File: src/rtl/tx_gather_pkg.sv
package tx_gather_pkg;

  // descriptor word-1 flag positions (decoded by software as well)
  localparam int USED_BIT = 31;
  localparam int WRAP_BIT = 30;
  localparam int LAST_BIT = 15;
  localparam int WORD_W   = 32;

  typedef enum logic [2:0] {
    ST_IDLE,
    ST_RD_W0,
    ST_RD_W1,
    ST_RD_W2,
    ST_EVAL,
    ST_RD_FIRST,
    ST_WR_FIRST
  } seqState_t;

  typedef enum logic [1:0] {
    SEL_W0,
    SEL_W1,
    SEL_W2,
    SEL_FIRST
  } addrSel_t;

  typedef struct packed {
    logic     loadStart;
    logic     capW0;
    logic     capW1;
    logic     capW2;
    logic     capFirst;
    logic     takeFrag;
    logic     stepFetch;
    logic     finishPkt;
    logic     abortPkt;
    addrSel_t addrSel;
  } ctrlStrobe_t;

  typedef struct packed {
    logic used;
    logic invalid;
    logic last;
  } descFlags_t;

endpackage

File: src/rtl/tx_gather_ctrl.sv
module tx_gather_ctrl
  import tx_gather_pkg::*;
(
  input  logic        clk,
  input  logic        rstN,
  input  logic        txStart,
  input  logic        cfgAddr64,
  input  logic        memAck,
  input  descFlags_t  flags,
  output ctrlStrobe_t strobe,
  output logic        memReq,
  output logic        memWe,
  output logic        busy
);

  seqState_t state, stateNext;

  always_ff @(posedge clk) begin
    if (!rstN) state <= ST_IDLE;
    else       state <= stateNext;
  end

  always_comb begin
    stateNext      = state;
    strobe         = '0;
    strobe.addrSel = SEL_W0;
    memReq         = 1'b0;
    memWe          = 1'b0;
    unique case (state)
      ST_IDLE: begin
        if (txStart) begin
          strobe.loadStart = 1'b1;
          stateNext        = ST_RD_W0;
        end
      end
      ST_RD_W0: begin
        memReq         = 1'b1;
        strobe.addrSel = SEL_W0;
        if (memAck) begin
          strobe.capW0 = 1'b1;
          stateNext    = ST_RD_W1;
        end
      end
      ST_RD_W1: begin
        memReq         = 1'b1;
        strobe.addrSel = SEL_W1;
        if (memAck) begin
          strobe.capW1 = 1'b1;
          stateNext    = cfgAddr64 ? ST_RD_W2 : ST_EVAL;
        end
      end
      ST_RD_W2: begin
        memReq         = 1'b1;
        strobe.addrSel = SEL_W2;
        if (memAck) begin
          strobe.capW2 = 1'b1;
          stateNext    = ST_EVAL;
        end
      end
      ST_EVAL: begin
        if (flags.used) begin
          stateNext = ST_IDLE;
        end else if (flags.invalid) begin
          strobe.abortPkt = 1'b1;
          stateNext       = ST_IDLE;
        end else begin
          strobe.takeFrag = 1'b1;
          if (flags.last) begin
            stateNext = ST_RD_FIRST;
          end else begin
            strobe.stepFetch = 1'b1;
            stateNext        = ST_RD_W0;
          end
        end
      end
      ST_RD_FIRST: begin
        memReq         = 1'b1;
        strobe.addrSel = SEL_FIRST;
        if (memAck) begin
          strobe.capFirst = 1'b1;
          stateNext       = ST_WR_FIRST;
        end
      end
      ST_WR_FIRST: begin
        memReq         = 1'b1;
        memWe          = 1'b1;
        strobe.addrSel = SEL_FIRST;
        if (memAck) begin
          strobe.finishPkt = 1'b1;
          stateNext        = ST_RD_W0;
        end
      end
      default: stateNext = ST_IDLE;
    endcase
  end

  assign busy = (state != ST_IDLE);

endmodule

File: src/rtl/tx_gather_dpath.sv
module tx_gather_dpath
  import tx_gather_pkg::*;
#(
  parameter int LEN_W      = 14,
  parameter int FRAME_MAX  = 2048,
  parameter int BASE_WORDS = 2,
  parameter int EXT_WORDS  = 2,
  parameter int TOT_W      = 12
) (
  input  logic              clk,
  input  logic              rstN,
  input  ctrlStrobe_t       strobe,
  input  logic              cfgAddr64,
  input  logic              cfgExtDesc,
  input  logic [31:0]       qBase,
  input  logic [31:0]       qBaseHigh,
  input  logic [31:0]       memRdata,
  output descFlags_t        flags,
  output logic [63:0]       memAddr,
  output logic [31:0]       memWdata,
  output logic              fragValid,
  output logic [63:0]       fragAddr,
  output logic [LEN_W-1:0]  fragLen,
  output logic              fragLast,
  output logic              txDone,
  output logic              txAbort,
  output logic [TOT_W-1:0]  txLen
);

  localparam int SUM_W       = ((TOT_W > LEN_W) ? TOT_W : LEN_W) + 1;
  localparam int STRIDE_BASE = 4 * BASE_WORDS;
  localparam int STRIDE_EXT  = 4 * EXT_WORDS;

  logic [31:0]      ringPtr, fetchPtr;
  logic             ringLoaded;
  logic [31:0]      descLo, descHi, firstW1;
  logic             descUsed, descWrap, descLast;
  logic [LEN_W-1:0] descLen;
  logic [TOT_W-1:0] total;
  logic             dropping;

  logic [31:0]      strideBytes, nextFetch, lowAddr, startPtr;
  logic [63:0]      bufAddr;
  logic [SUM_W-1:0] sumWide;
  logic             fits;

  always_comb begin
    strideBytes = 32'(STRIDE_BASE);
    if (cfgAddr64)  strideBytes = strideBytes + 32'(STRIDE_EXT);
    if (cfgExtDesc) strideBytes = strideBytes + 32'(STRIDE_EXT);
  end

  assign bufAddr   = {(cfgAddr64 ? descHi : 32'd0), descLo};
  assign nextFetch = descWrap ? qBase : (fetchPtr + strideBytes);
  assign sumWide   = SUM_W'(total) + SUM_W'(descLen);
  assign fits      = !dropping && (sumWide <= SUM_W'(FRAME_MAX));
  assign startPtr  = ringLoaded ? ringPtr : qBase;

  assign flags.used    = descUsed;
  assign flags.invalid = (bufAddr == 64'd0) || (descLen == '0);
  assign flags.last    = descLast;

  always_comb begin
    unique case (strobe.addrSel)
      SEL_W0:    lowAddr = fetchPtr;
      SEL_W1:    lowAddr = fetchPtr + 32'd4;
      SEL_W2:    lowAddr = fetchPtr + 32'd8;
      SEL_FIRST: lowAddr = ringPtr + 32'd4;
      default:   lowAddr = fetchPtr;
    endcase
  end

  assign memAddr  = {(cfgAddr64 ? qBaseHigh : 32'd0), lowAddr};
  assign memWdata = firstW1 | (32'd1 << USED_BIT);

  // descriptor capture and ring walk
  always_ff @(posedge clk) begin
    if (!rstN) begin
      ringPtr    <= '0;
      fetchPtr   <= '0;
      ringLoaded <= 1'b0;
      descLo     <= '0;
      descHi     <= '0;
      descUsed   <= 1'b0;
      descWrap   <= 1'b0;
      descLast   <= 1'b0;
      descLen    <= '0;
      firstW1    <= '0;
      total      <= '0;
      dropping   <= 1'b0;
    end else begin
      if (strobe.loadStart) begin
        ringPtr    <= startPtr;
        fetchPtr   <= startPtr;
        ringLoaded <= 1'b1;
        total      <= '0;
        dropping   <= 1'b0;
      end
      if (strobe.capW0) descLo <= memRdata;
      if (strobe.capW1) begin
        descUsed <= memRdata[USED_BIT];
        descWrap <= memRdata[WRAP_BIT];
        descLast <= memRdata[LAST_BIT];
        descLen  <= memRdata[LEN_W-1:0];
      end
      if (strobe.capW2)    descHi  <= memRdata;
      if (strobe.capFirst) firstW1 <= memRdata;
      if (strobe.takeFrag) begin
        if (fits) total    <= TOT_W'(sumWide);
        else      dropping <= 1'b1;
      end
      if (strobe.stepFetch) fetchPtr <= nextFetch;
      if (strobe.finishPkt) begin
        ringPtr  <= nextFetch;
        fetchPtr <= nextFetch;
        total    <= '0;
        dropping <= 1'b0;
      end
    end
  end

  // fragment command and frame outcome
  always_ff @(posedge clk) begin
    if (!rstN) begin
      fragValid <= 1'b0;
      fragAddr  <= '0;
      fragLen   <= '0;
      fragLast  <= 1'b0;
      txDone    <= 1'b0;
      txAbort   <= 1'b0;
      txLen     <= '0;
    end else begin
      fragValid <= 1'b0;
      txDone    <= 1'b0;
      txAbort   <= 1'b0;
      if (strobe.takeFrag && fits) begin
        fragValid <= 1'b1;
        fragAddr  <= bufAddr;
        fragLen   <= descLen;
        fragLast  <= descLast;
      end
      if (strobe.finishPkt) begin
        txLen <= total;
        if (dropping) txAbort <= 1'b1;
        else          txDone  <= 1'b1;
      end
      if (strobe.abortPkt) begin
        txLen   <= '0;
        txAbort <= 1'b1;
      end
    end
  end

endmodule

File: src/rtl/tx_gather_seq.sv
module tx_gather_seq
  import tx_gather_pkg::*;
#(
  parameter int  LEN_W      = 14,
  parameter int  FRAME_MAX  = 2048,
  parameter int  BASE_WORDS = 2,
  parameter int  EXT_WORDS  = 2,
  localparam int TOT_W      = $clog2(FRAME_MAX + 1)
) (
  input  logic             clk,
  input  logic             rstN,
  input  logic             txStart,
  input  logic             cfgAddr64,
  input  logic             cfgExtDesc,
  input  logic [31:0]      qBase,
  input  logic [31:0]      qBaseHigh,
  output logic             memReq,
  output logic             memWe,
  output logic [63:0]      memAddr,
  output logic [31:0]      memWdata,
  input  logic             memAck,
  input  logic [31:0]      memRdata,
  output logic             fragValid,
  output logic [63:0]      fragAddr,
  output logic [LEN_W-1:0] fragLen,
  output logic             fragLast,
  output logic             txDone,
  output logic             txAbort,
  output logic [TOT_W-1:0] txLen,
  output logic             busy
);

  ctrlStrobe_t strobe;
  descFlags_t  flags;

  tx_gather_ctrl u_ctrl (
    .clk       (clk),
    .rstN      (rstN),
    .txStart   (txStart),
    .cfgAddr64 (cfgAddr64),
    .memAck    (memAck),
    .flags     (flags),
    .strobe    (strobe),
    .memReq    (memReq),
    .memWe     (memWe),
    .busy      (busy)
  );

  tx_gather_dpath #(
    .LEN_W      (LEN_W),
    .FRAME_MAX  (FRAME_MAX),
    .BASE_WORDS (BASE_WORDS),
    .EXT_WORDS  (EXT_WORDS),
    .TOT_W      (TOT_W)
  ) u_dpath (
    .clk        (clk),
    .rstN       (rstN),
    .strobe     (strobe),
    .cfgAddr64  (cfgAddr64),
    .cfgExtDesc (cfgExtDesc),
    .qBase      (qBase),
    .qBaseHigh  (qBaseHigh),
    .memRdata   (memRdata),
    .flags      (flags),
    .memAddr    (memAddr),
    .memWdata   (memWdata),
    .fragValid  (fragValid),
    .fragAddr   (fragAddr),
    .fragLen    (fragLen),
    .fragLast   (fragLast),
    .txDone     (txDone),
    .txAbort    (txAbort),
    .txLen      (txLen)
  );

endmodule

File: config.mk
export PLATFORM = sky130hd
export DESIGN_NAME = tx_gather_seq
export DESIGN_NICKNAME = d
export VERILOG_FILES = /design/src/rtl/tx_gather_pkg.sv /design/src/rtl/tx_gather_ctrl.sv /design/src/rtl/tx_gather_dpath.sv /design/src/rtl/tx_gather_seq.sv
export SDC_FILE = /design/constraint.sdc
export NUM_CORES = 1
export LEC_CHECK = 0
export BUFFER_PORTS_ARGS = -buffer_cell sky130_fd_sc_hd__clkbuf_2
export CORE_MARGIN = 2
export CORE_UTILIZATION = 54
export DETAILED_ROUTE_END_ITERATION = 7
export PLACE_DENSITY = 0.78
export SYNTH_ARGS = -nofsm -noshare
export SYNTH_HDL_FRONTEND = slang
export SYNTH_SLANG_ARGS = --single-unit
File: constraint.sdc
create_clock -name clk -period 4.35 [get_ports clk]
set_input_delay 0.2175 -clock clk [delete_from_list [all_inputs] [get_ports clk]]
set_output_delay 0.2175 -clock clk [all_outputs]
set_load 0.02 [all_outputs]
==> results.cfg, run 1 <==
[outcome]
status = completed

[critical_path]
crit_path_max_fanout = 7
path_buf_inv = 1
path_depth = 13
r2r_cells = 12
setup.worst_path.end_class = primary output
crit_type = flip-flop to primary output
cp_slowest_cell = or4_1
r2r_setup_slack_ns = 0.57
cp_top_family = simple AND/OR/NAND/NOR gates
startpoint = u_ctrl.state[1]
required_ns = 4.13
worstPathCellList = xor2_2 -> and2_1 -> nand2_1 -> nand2_1 -> ha_1 -> nand4_1 -> o32ai_1 -> nand2_1 -> nor2_1 -> a311oi_1 -> or4_1 -> o211ai_1 -> clkbuf_2
start_kind = flip-flop
worstReg2RegStart = u_dpath.descLen[0]
cp_slowest_stage_delay_ns = 0.49
cpMostUsedCell = nand2_1
arrival_ns = 3.81

[logic_synthesis]
yosysSeqAreaShare_pct = 37.7
syn_inst = 2089
async_reset_ff_share_pct = 0
synthTopCellsByCount = nand2_1, dfxtp_1, a21oi_1
synth_cell_types = 70
synth.largest_area_cell = dfxtp_1
yosysMostFrequentCell = nand2_1
synth_edf_count = 0
synth_top_area_share_pct = 37.7
syn_area_mm2 = 0.0152
synth-main-ff-cell = dfxtp_1
ys_ff_latch = 287
avgSynthCellArea_um2 = 7.29
synth.area.top_cells = dfxtp_1, nand2_1, a21oi_1
yosysWarnings = 0
syn-num-nets = 2210

[detailed_routing]
ant_nets = 0
route.vias.total = 16500
routed_wl_um = 53600
drtPass1Iterations = 6
drt-vias-per-instance = 6.08
routedWlPerCell_um = 19.8
drt-initial-drc-count = 2024
drc = 0

[global_route]
grt_pass1_vias = 15400
overflow = 0
grt_max_degree = 88
grt_pass1_wl_um = 83200
antenna_found_initial = 0
grt_usage_pct = 35.2

[timing]
min_period_over_period_pct = 92.5
fin_tns_setup_ns = 0
max_freq_mhz = 248
worstMarginPinSlew_ns = 1.25
fin_skew_ns = 0.0233
grt_setup_unrepaired = no
slew_viol_final = 0
min_period_ns = 4.03
setup_viol_count_final = 0
relSlewSlack_pct = 16.7
hold_viol_final = 0
fin_ws_ns = 0.325

[cells_and_area]
instances_no_fill = 2710
final_util_pct = 65.5
nets = 2427
areaGrowthSynthToFinish_pct = 19.5
drive_above_1_share_pct = 18.4

[placement]
dp_cells = 2625
port_buffers = 293
post-place-ws_ns = 0.635
place_congestion = 0.961
hpwl_um = 36800

[cts]
cts.repair.resized = 0
clock-sinks = 287
cts-htree-levels = 1
cts_tree = yes
root_buffer = clkbuf_16
insertion_delay_ns = 0.57
path_clk_slew_ns = 0.06
numCtsBuffers = 30
clk_path_buf_depth = 3

[power]
ir_drop_v = 0.000314
p_per_area_mw_per_mm2 = 371
power_frac_comb_pct = 15.7
pwr-share-seq_pct = 42.9
internal_power_mw = 4.80
p_sw_share_pct = 28.8
pwr-share-clk_pct = 41.4
power.leakage_nw = 7.03
switchingPower_mw = 1.95

[floorplan]
fp-row-count = 61
dieWidth_um = 172
core_mm2 = 0.0278
die_h_um = 172
initial_utilization_pct = 54.8
dieArea_mm2 = 0.0296
ioPinCount = 295

[run]
maxCapViolations = 0

[min_path]
min_path_cells = 3
hp-class = primary input to flip-flop
worstHoldStart = memRdata[15]
-- routing by layer --
layer  GRT usage, %  up-vias  part of all wire, %
li1               -     7741                    -
met1           45.5     7788                   41
met2           59.1      821                   48
met3           7.00      127                  9.1
met4           11.0        0                  2.6
met5              0        -                    0
-- worst reg2reg max path, delay by kind of cell (launching register included) --
family | cells | cell delay (ns)
simple gates | 1 | 0.16
buf+inv | 2 | 0.67
fa+ha+maj | 2 | 0.63
compound gates | 7 | 1.81
flops | 1 | 0.34
-- flip-flops by register name, indices dropped and copies added, names as in the netlist, 3 cells and up --
signal and flops:
u_dpath.descHi 32, u_dpath.descLen 14, u_ctrl.state 3, u_dpath.descLo 32, u_dpath.fetchPtr 32, u_dpath.total 12, u_dpath.firstW1 31, u_dpath.txLen 12
u_dpath.fragLen 14, u_dpath.ringPtr 32, u_dpath.fragAddr 64
-- stage by stage --
step | hold WS [ns] | cell area, µm² | total power [mW]
3_5_place_dp | 0.445 | 16800 | 3.95
3_3_place_gp | 0.441 | 16800 | 3.93
6_report | 0.0136 | 18200 | 6.75
5_1_grt | 0.00222 | 18200 | 6.98
2_1_floorplan | 0.353 | 15200 | 3.59
4_1_cts | 0.00172 | 18200 | 6.75
-- path summary, 6_finish.rpt --
kind                                        endpoint
worst min-delay path                u_dpath.descLast
worst max-delay path                     memAddr[20]
worst max register to register  u_dpath.fragAddr[34]
worst min register to register   u_dpath.firstW1[23]
-- power by group through the flow --
| stage | Combinational (mW) | Sequential, mW | Clock (mW) |
|---|---|---|---|
| 6_report | 1.06 | 2.89 | 2.80 |
| 5_1_grt | 1.15 | 2.90 | 2.93 |
| 4_1_cts | 1.04 | 2.88 | 2.83 |
| 3_5_place_dp | 1.01 | 2.94 | 0 |
| 3_3_place_gp | 0.990 | 2.94 | 0 |
| 2_1_floorplan | 0.748 | 2.84 | 0 |
-- cells in the final DEF (no fill, tap or decap), types with 12 or more instances in the layout --
master and count:
and2_1 39, xor2_1 29, nor2_1 121, mux2_2 15, o21a_1 18, o211ai_1 28
or3_1 12, nand2_1 468, nand4_1 53, inv_1 15, clkbuf_16 30, o21ai_0 161
dlygate4sd3_1 27, and3_1 24, nand3_1 80, clkbuf_2 293, ha_1 17, mux2i_1 42
dfxtp_1 286, nor4_1 28, buf_4 41, xnor2_1 32, a21oi_1 277, nor3_1 29
-- kinds of logic after synthesis --
group | Yosys count | synth area share [%]
other | 1 | 0.0246
AND/OR/NAND/NOR | 897 | 26.5
multiplexers | 57 | 3.87
flip-flops | 287 | 37.7
XOR/XNOR | 62 | 3.61
adder cells (fa/ha/maj) | 19 | 1.66
buffers and inverters | 194 | 5.05
AO/OA/AOI/OAI | 572 | 21.5
-- layout make-up --
class	count	area, µm²
clock inverters	13	219
inverters	16	65.1
fillers	2453	9580
clock buffers	43	870
flip-flops and latches	287	5750
diodes	2	5.00
repair buffers	363	2080
well taps	378	473
multi-input cells	1608	8740
-- timing repair --
item / in CTS / in global routing
endpoints found under the hold margin: 83 / 0
setup buffers: 0 / 0
hold buffers: 27 / 0
Power figures use the tool's default switching activity.
==> run 2: changes to the inputs <==
--- a/config.mk
+++ b/config.mk
@@ -6,6 +6,7 @@
 export NUM_CORES = 1
 export LEC_CHECK = 0
 export BUFFER_PORTS_ARGS = -buffer_cell sky130_fd_sc_hd__clkbuf_2
+export CORE_ASPECT_RATIO = 1.2
 export CORE_MARGIN = 2
 export CORE_UTILIZATION = 54
 export DETAILED_ROUTE_END_ITERATION = 7
==> run 2 against run 1 <==
  * Worst setup slack lost 0.032 ns
  * Sequential power about the same
  * Cell count about the same
  * Via count rose by 0.27%
  * Total power shrank 4.0%
  * Combinational power is essentially flat
  * Utilization shrank 0.39 points
  * Fmax decreased by 0.78%
  * Critical endpoint is now memAddr[31]
  * Highest routed layer unchanged
==> results.cfg, run 2 (same netlist as run 1, synthesis figures left out) <==
[global_route]
antenna_found_initial = 2
overflow = 0
grt_pass1_wl_um = 82000
grt_usage_pct = 34.3
grt_pass1_vias = 15500
grt_max_degree = 215

[cells_and_area]
final_cell_mix = nand2_1, clkbuf_2, dfxtp_1
largest_reg_flops = 64
final_common_cell = nand2_1
drive_above_1_share_pct = 18.3
areaGrowthSynthToFinish_pct = 19.0
regMostFlops = u_dpath.fragAddr
nets = 2431

[timing]
hold_viol_final = 0
grt_setup_unrepaired = no
max_freq_mhz = 246
relSlewSlack_pct = 20.8
slew_viol_final = 0
holdWs_ns = 0.0336
min_period_ns = 4.06
setup_viol_count_final = 0
fin_tns_setup_ns = 0
fin_skew_ns = 0.0121
min_period_over_period_pct = 93.3
worstMarginPinSlew_ns = 1.18

[critical_path]
crit_type = flip-flop to primary output
cp_slowest_stage_delay_ns = 0.54
required_ns = 4.13
path_buf_inv = 2
crit_path_max_fanout = 11
start_kind = flip-flop
cp_slowest_cell = dfxtp_1
setup.worst_path.end_class = primary output
arrival_ns = 3.84
cp_top_family = simple AND/OR/NAND/NOR gates
worstPathCellList = nand4_1 -> a2111oi_0 -> a31oi_1 -> nor4_4 -> buf_4 -> nand2_1 -> nor3_1 -> o21ai_0 -> a222oi_1 -> clkbuf_2

[floorplan]
die_h_um = 188
initial_utilization_pct = 54.7
dieArea_mm2 = 0.0296
ioPinCount = 295
dieWidth_um = 157
core_mm2 = 0.0278
fp-row-count = 67

[placement]
place_congestion = 0.960
port_buffers = 293
hpwl_um = 36600

[detailed_routing]
drt-initial-drc-count = 1721
route.vias.total = 16500
drt-vias-per-instance = 6.09
drc = 0
drtPass1Iterations = 6
routedWlPerCell_um = 19.5
routed_wl_um = 52900
ant_nets = 0

[cts]
path_clk_slew_ns = 0.06
cts_tree = yes
clock-sinks = 287
cts_post_setup_buffers_inserted = 0
cts-htree-levels = 1
clk_path_buf_depth = 3
numCtsBuffers = 29
root_buffer = clkbuf_16
insertion_delay_ns = 0.57

[outcome]
status = completed

[power]
power.leakage_nw = 7.00
p_per_area_mw_per_mm2 = 357
ir_drop_v = 0.000319

[run]
maxCapViolations = 0

[min_path]
hp-class = primary input to flip-flop
-- run 2: cell types whose count changed in the layout (fill, tap and decap cells not counted) --
| cell | delta |
|---|---|
| buf_4 | +1 |
| bufinv_16 | -3 |
| clkbuf_1 | -2 |
| clkbuf_16 | -1 |
| clkbuf_8 | -1 |
| clkinv_2 | +3 |
| clkinv_4 | -2 |
| clkinv_8 | -1 |
| clkinvlp_4 | +1 |
| dlygate4sd3_1 | +4 |
| inv_16 | +1 |
| nand2_1 | -1 |
| nand2_2 | +1 |
-- run 2: worst paths after layout --
kind / from / endpoint / slack, ns / depth (start not counted)
min reg2reg: u_dpath.firstW1[0] / u_dpath.firstW1[0] / 0.45 / 2
max: u_dpath.fetchPtr[16] / memAddr[31] / 0.29 / 10
min: memRdata[3] / u_dpath.descLo[3] / 0.03 / 3
max reg2reg: u_dpath.descLen[0] / u_dpath.fragAddr[7] / 0.59 / 11
-- run 2: metrics by stage --
step | setup slack [ns] | cell area (µm²) | power [mW] | util (%) | cells
floorplan | 0.298 | 15200 | 3.59 | - | 2089
finish | 0.293 | 18100 | 6.48 | 65.1 | 2711
CTS | 0.211 | 18100 | 6.47 | 65.1 | 2709
global placement | 0.805 | 16900 | 3.92 | 60.5 | 2627
detailed placement | 0.701 | 16900 | 3.95 | 60.5 | 2627
global route | 0.0520 | 18100 | 6.70 | 65.1 | 2711
-- run 2: final cells by class --
type / count / area [µm²]
antenna: 2 / 5.00
clock buffer: 39 / 823
clock inverter: 12 / 138
fill: 2473 / 9700
inverter: 16 / 65.1
multi-input combinational: 1608 / 8750
sequential: 287 / 5750
tap: 379 / 474
timing repair buffer: 368 / 2130
-- run 2: metal layers --
layer,global-route usage [%],vias up,share of wire (%)
li1,-,7729,-
met1,43.1,7793,39
met2,57.2,847,48
met3,6.03,153,8.9
met4,15.6,0,4.4
met5,0,-,0
-- run 2: repair_timing --
item	in CTS	in global routing
gates resized for setup	0	1
hold endpoints to repair	90	0
endpoints found under the setup margin	0	1
hold buffers	31	0
-- run 2: report_power, final --
| part | leakage (nW) | internal [mW] | switching, mW | total [mW] |
|---|---|---|---|---|
| clock | 0.472 | 1.45 | 1.08 | 2.53 |
| sequential | 2.32 | 2.72 | 0.174 | 2.90 |
| combinational | 4.20 | 0.395 | 0.654 | 1.05 |
-- run 2: worst register-to-register path, cell delays in order, from the launching register on --
cell and delay [ns]:
dfxtp_1 0.35, ha_1 0.23, fa_1 0.40, a21o_1 0.22
a221oi_2 0.41, o22ai_1 0.20, o221ai_1 0.33, a2111oi_4 0.11
a21boi_2 0.66, buf_4 0.43, o21ai_0 0.17, a21oi_1 0.17
==> run 3: changes to the inputs <==
--- a/config.mk
+++ b/config.mk
@@ -11,6 +11,8 @@
 export CORE_UTILIZATION = 54
 export DETAILED_ROUTE_END_ITERATION = 7
 export PLACE_DENSITY = 0.78
+export RECOVER_POWER = 100
 export SYNTH_ARGS = -nofsm -noshare
 export SYNTH_HDL_FRONTEND = slang
 export SYNTH_SLANG_ARGS = --single-unit
+export TNS_END_PERCENT = 30
==> run 3 against run 2 <==
  * The run now ends with capacitance limit, slew limit left
  * Clock power barely moved
  * Fmax down 1.8%
  * Flip-flop and latch count stayed put
  * Design area fell by 1.5%
  * Critical path depth up 1
  * Non-clock buffer count is the same
  * First-iteration DRC count shrank 1.0%
  * Wire length is essentially flat
  * Die area is the same
==> results.cfg, run 3 (same netlist as run 1, synthesis figures left out) <==
[timing]
min_period_ns = 4.13
min_period_over_period_pct = 94.9
setup_viol_count_final = 0
hold_viol_final = 0
slew_viol_final = 73
worstMarginPinSlew_ns = 2.23
max_freq_mhz = 242
grt_setup_unrepaired = no
fin_skew_ns = 0.0127
fin_ws_ns = 0.221
fin_tns_setup_ns = 0
relSlewSlack_pct = -48.9

[critical_path]
required_ns = 4.83
arrival_ns = 4.61
r2r_setup_slack_ns = 0.22
cp_slowest_cell = a21bo_1
cp_slowest_stage_delay_ns = 0.63
crit_end = u_dpath.fragLen[6]
crit_type = flip-flop to flip-flop
reg2reg_to = u_dpath.fragLen[6]
r2r_cells = 11
setup.worst_path.end_class = flip-flop
start_kind = flip-flop
startpoint = u_dpath.descLen[0]
worstPathCellList = ha_1 -> fa_1 -> a21o_1 -> a221oi_1 -> o211a_1 -> o221ai_1 -> a2111oi_4 -> a21bo_1 -> buf_4 -> nand3_1 -> a21oi_1
crit_path_max_fanout = 34
worstReg2RegStart = u_dpath.descLen[0]

[power]
p_sw_share_pct = 29.5
power.leakage_nw = 6.37
pwr-share-clk_pct = 39.2
ir_drop_v = 0.000320
power_frac_comb_pct = 16.0
p_per_area_mw_per_mm2 = 362
internal_power_mw = 4.55
switchingPower_mw = 1.91
pwr-share-seq_pct = 44.9

[floorplan]
dieWidth_um = 157
dieArea_mm2 = 0.0296
initial_utilization_pct = 54.7
ioPinCount = 295
die_h_um = 188
fp-row-count = 67
core_mm2 = 0.0278

[detailed_routing]
routed_wl_um = 52900
drtPass1Iterations = 5
routedWlPerCell_um = 19.5
drt-vias-per-instance = 6.11
route.vias.total = 16600
ant_nets = 0
drt-initial-drc-count = 1703
drc = 0

[outcome]
violations = capacitance limit, slew limit
status = complete, but fails checks

[placement]
port_buffers = 293
post-place-ws_ns = 0.701
hpwl_um = 36600
place_congestion = 0.960

[cells_and_area]
nets = 2431
multi_input_area_mm2 = 0.00872
regMostFlops = u_dpath.fragAddr
final_cell_mix = nand2_1, dfxtp_1, a21oi_1
areaGrowthSynthToFinish_pct = 17.2
nFillCells = 2603
register_area_mm2 = 0.00575
drive_above_1_share_pct = 10.6
final_common_cell = nand2_1
largest_reg_flops = 64

[global_route]
grt_pass1_vias = 15500
antenna_found_initial = 2
grt_max_degree = 215
grt_pass1_wl_um = 82000
grt_usage_pct = 34.3
overflow = 0

[cts]
cts-htree-levels = 1
path_clk_slew_ns = 0.06
clock-sinks = 287
root_buffer = clkbuf_16
numCtsBuffers = 29
insertion_delay_ns = 0.57
cts_post_setup_buffers_inserted = 0
cts_tree = yes
clk_path_buf_depth = 3

[run]
maxCapViolations = 2

[min_path]
hp-class = primary input to flip-flop
run 3: through the flow:
step / power (mW) / std cells / hold slack (ns) / cell area, µm² / util (%)
6_report: 6.46 / 2711 / 0.0253 / 17900 / 64.1
5_1_grt: 6.68 / 2711 / 0.00442 / 17900 / 64.1
4_1_cts: 6.47 / 2709 / 0.00303 / 18100 / 65.1
3_5_place_dp: 3.95 / 2627 / 0.448 / 16900 / 60.5
3_3_place_gp: 3.92 / 2627 / 0.441 / 16900 / 60.5
2_1_floorplan: 3.59 / 2089 / 0.353 / 15200 / -
run 3: area by class of cell:
cell class                 instances  area share (%)
clock inverter                    12           0.771
antenna                            2          0.0280
sequential                       287            32.2
inverter                          16           0.364
multi-input combinational       1608            48.9
timing repair buffer             368            10.5
clock buffer                      39            4.61
tap                              379            2.66
run 3: worst min path at each step:
stage | from | endpoint | slack (ns) | depth (start not counted)
after floorplan | memRdata[31] | u_dpath.descUsed | 0.35 | 2
after global placement | u_dpath.firstW1[10] | u_dpath.firstW1[10] | 0.44 | 2
after detailed placement | u_dpath.descUsed | u_dpath.descUsed | 0.45 | 2
after CTS | memRdata[3] | u_dpath.descLen[3] | 0.003 | 3
after global routing | memRdata[3] | u_dpath.descLen[3] | 0.004 | 3
final | memRdata[3] | u_dpath.descLo[3] | 0.03 | 3
run 3: routing by layer:
metal,track usage [%],part of all wire [%]
met5,0,0
met4,15.6,4.6
met3,6.03,9.5
met2,57.2,48
met1,43.1,38
run 3: power groups by stage:
stage	Combinational, mW	Clock (mW)	Sequential (mW)
after floorplan	0.748	0	2.84
after global placement	0.980	0	2.94
after detailed placement	1.00	0	2.95
after CTS	1.03	2.55	2.89
after global routing	1.11	2.66	2.91
final	1.03	2.53	2.90
run 3: repair_timing:
action | 4_1_cts | 5_1_grt
hold buffers | 31 | 0
resized for setup | 0 | 1
endpoints found under the setup margin | 0 | 1
endpoints found under the hold margin | 90 | 0
run 3: critical path, delay by kind of cell (launching register included):
| kind | cells | cell delay (ns) |
|---|---|---|
| adder cells (fa/ha/maj) | 2 | 0.64 |
| AND/OR/NAND/NOR | 1 | 0.12 |
| flip-flops | 1 | 0.35 |
| buffers and inverters | 1 | 0.46 |
| AO/OA/AOI/OAI | 7 | 2.48 |
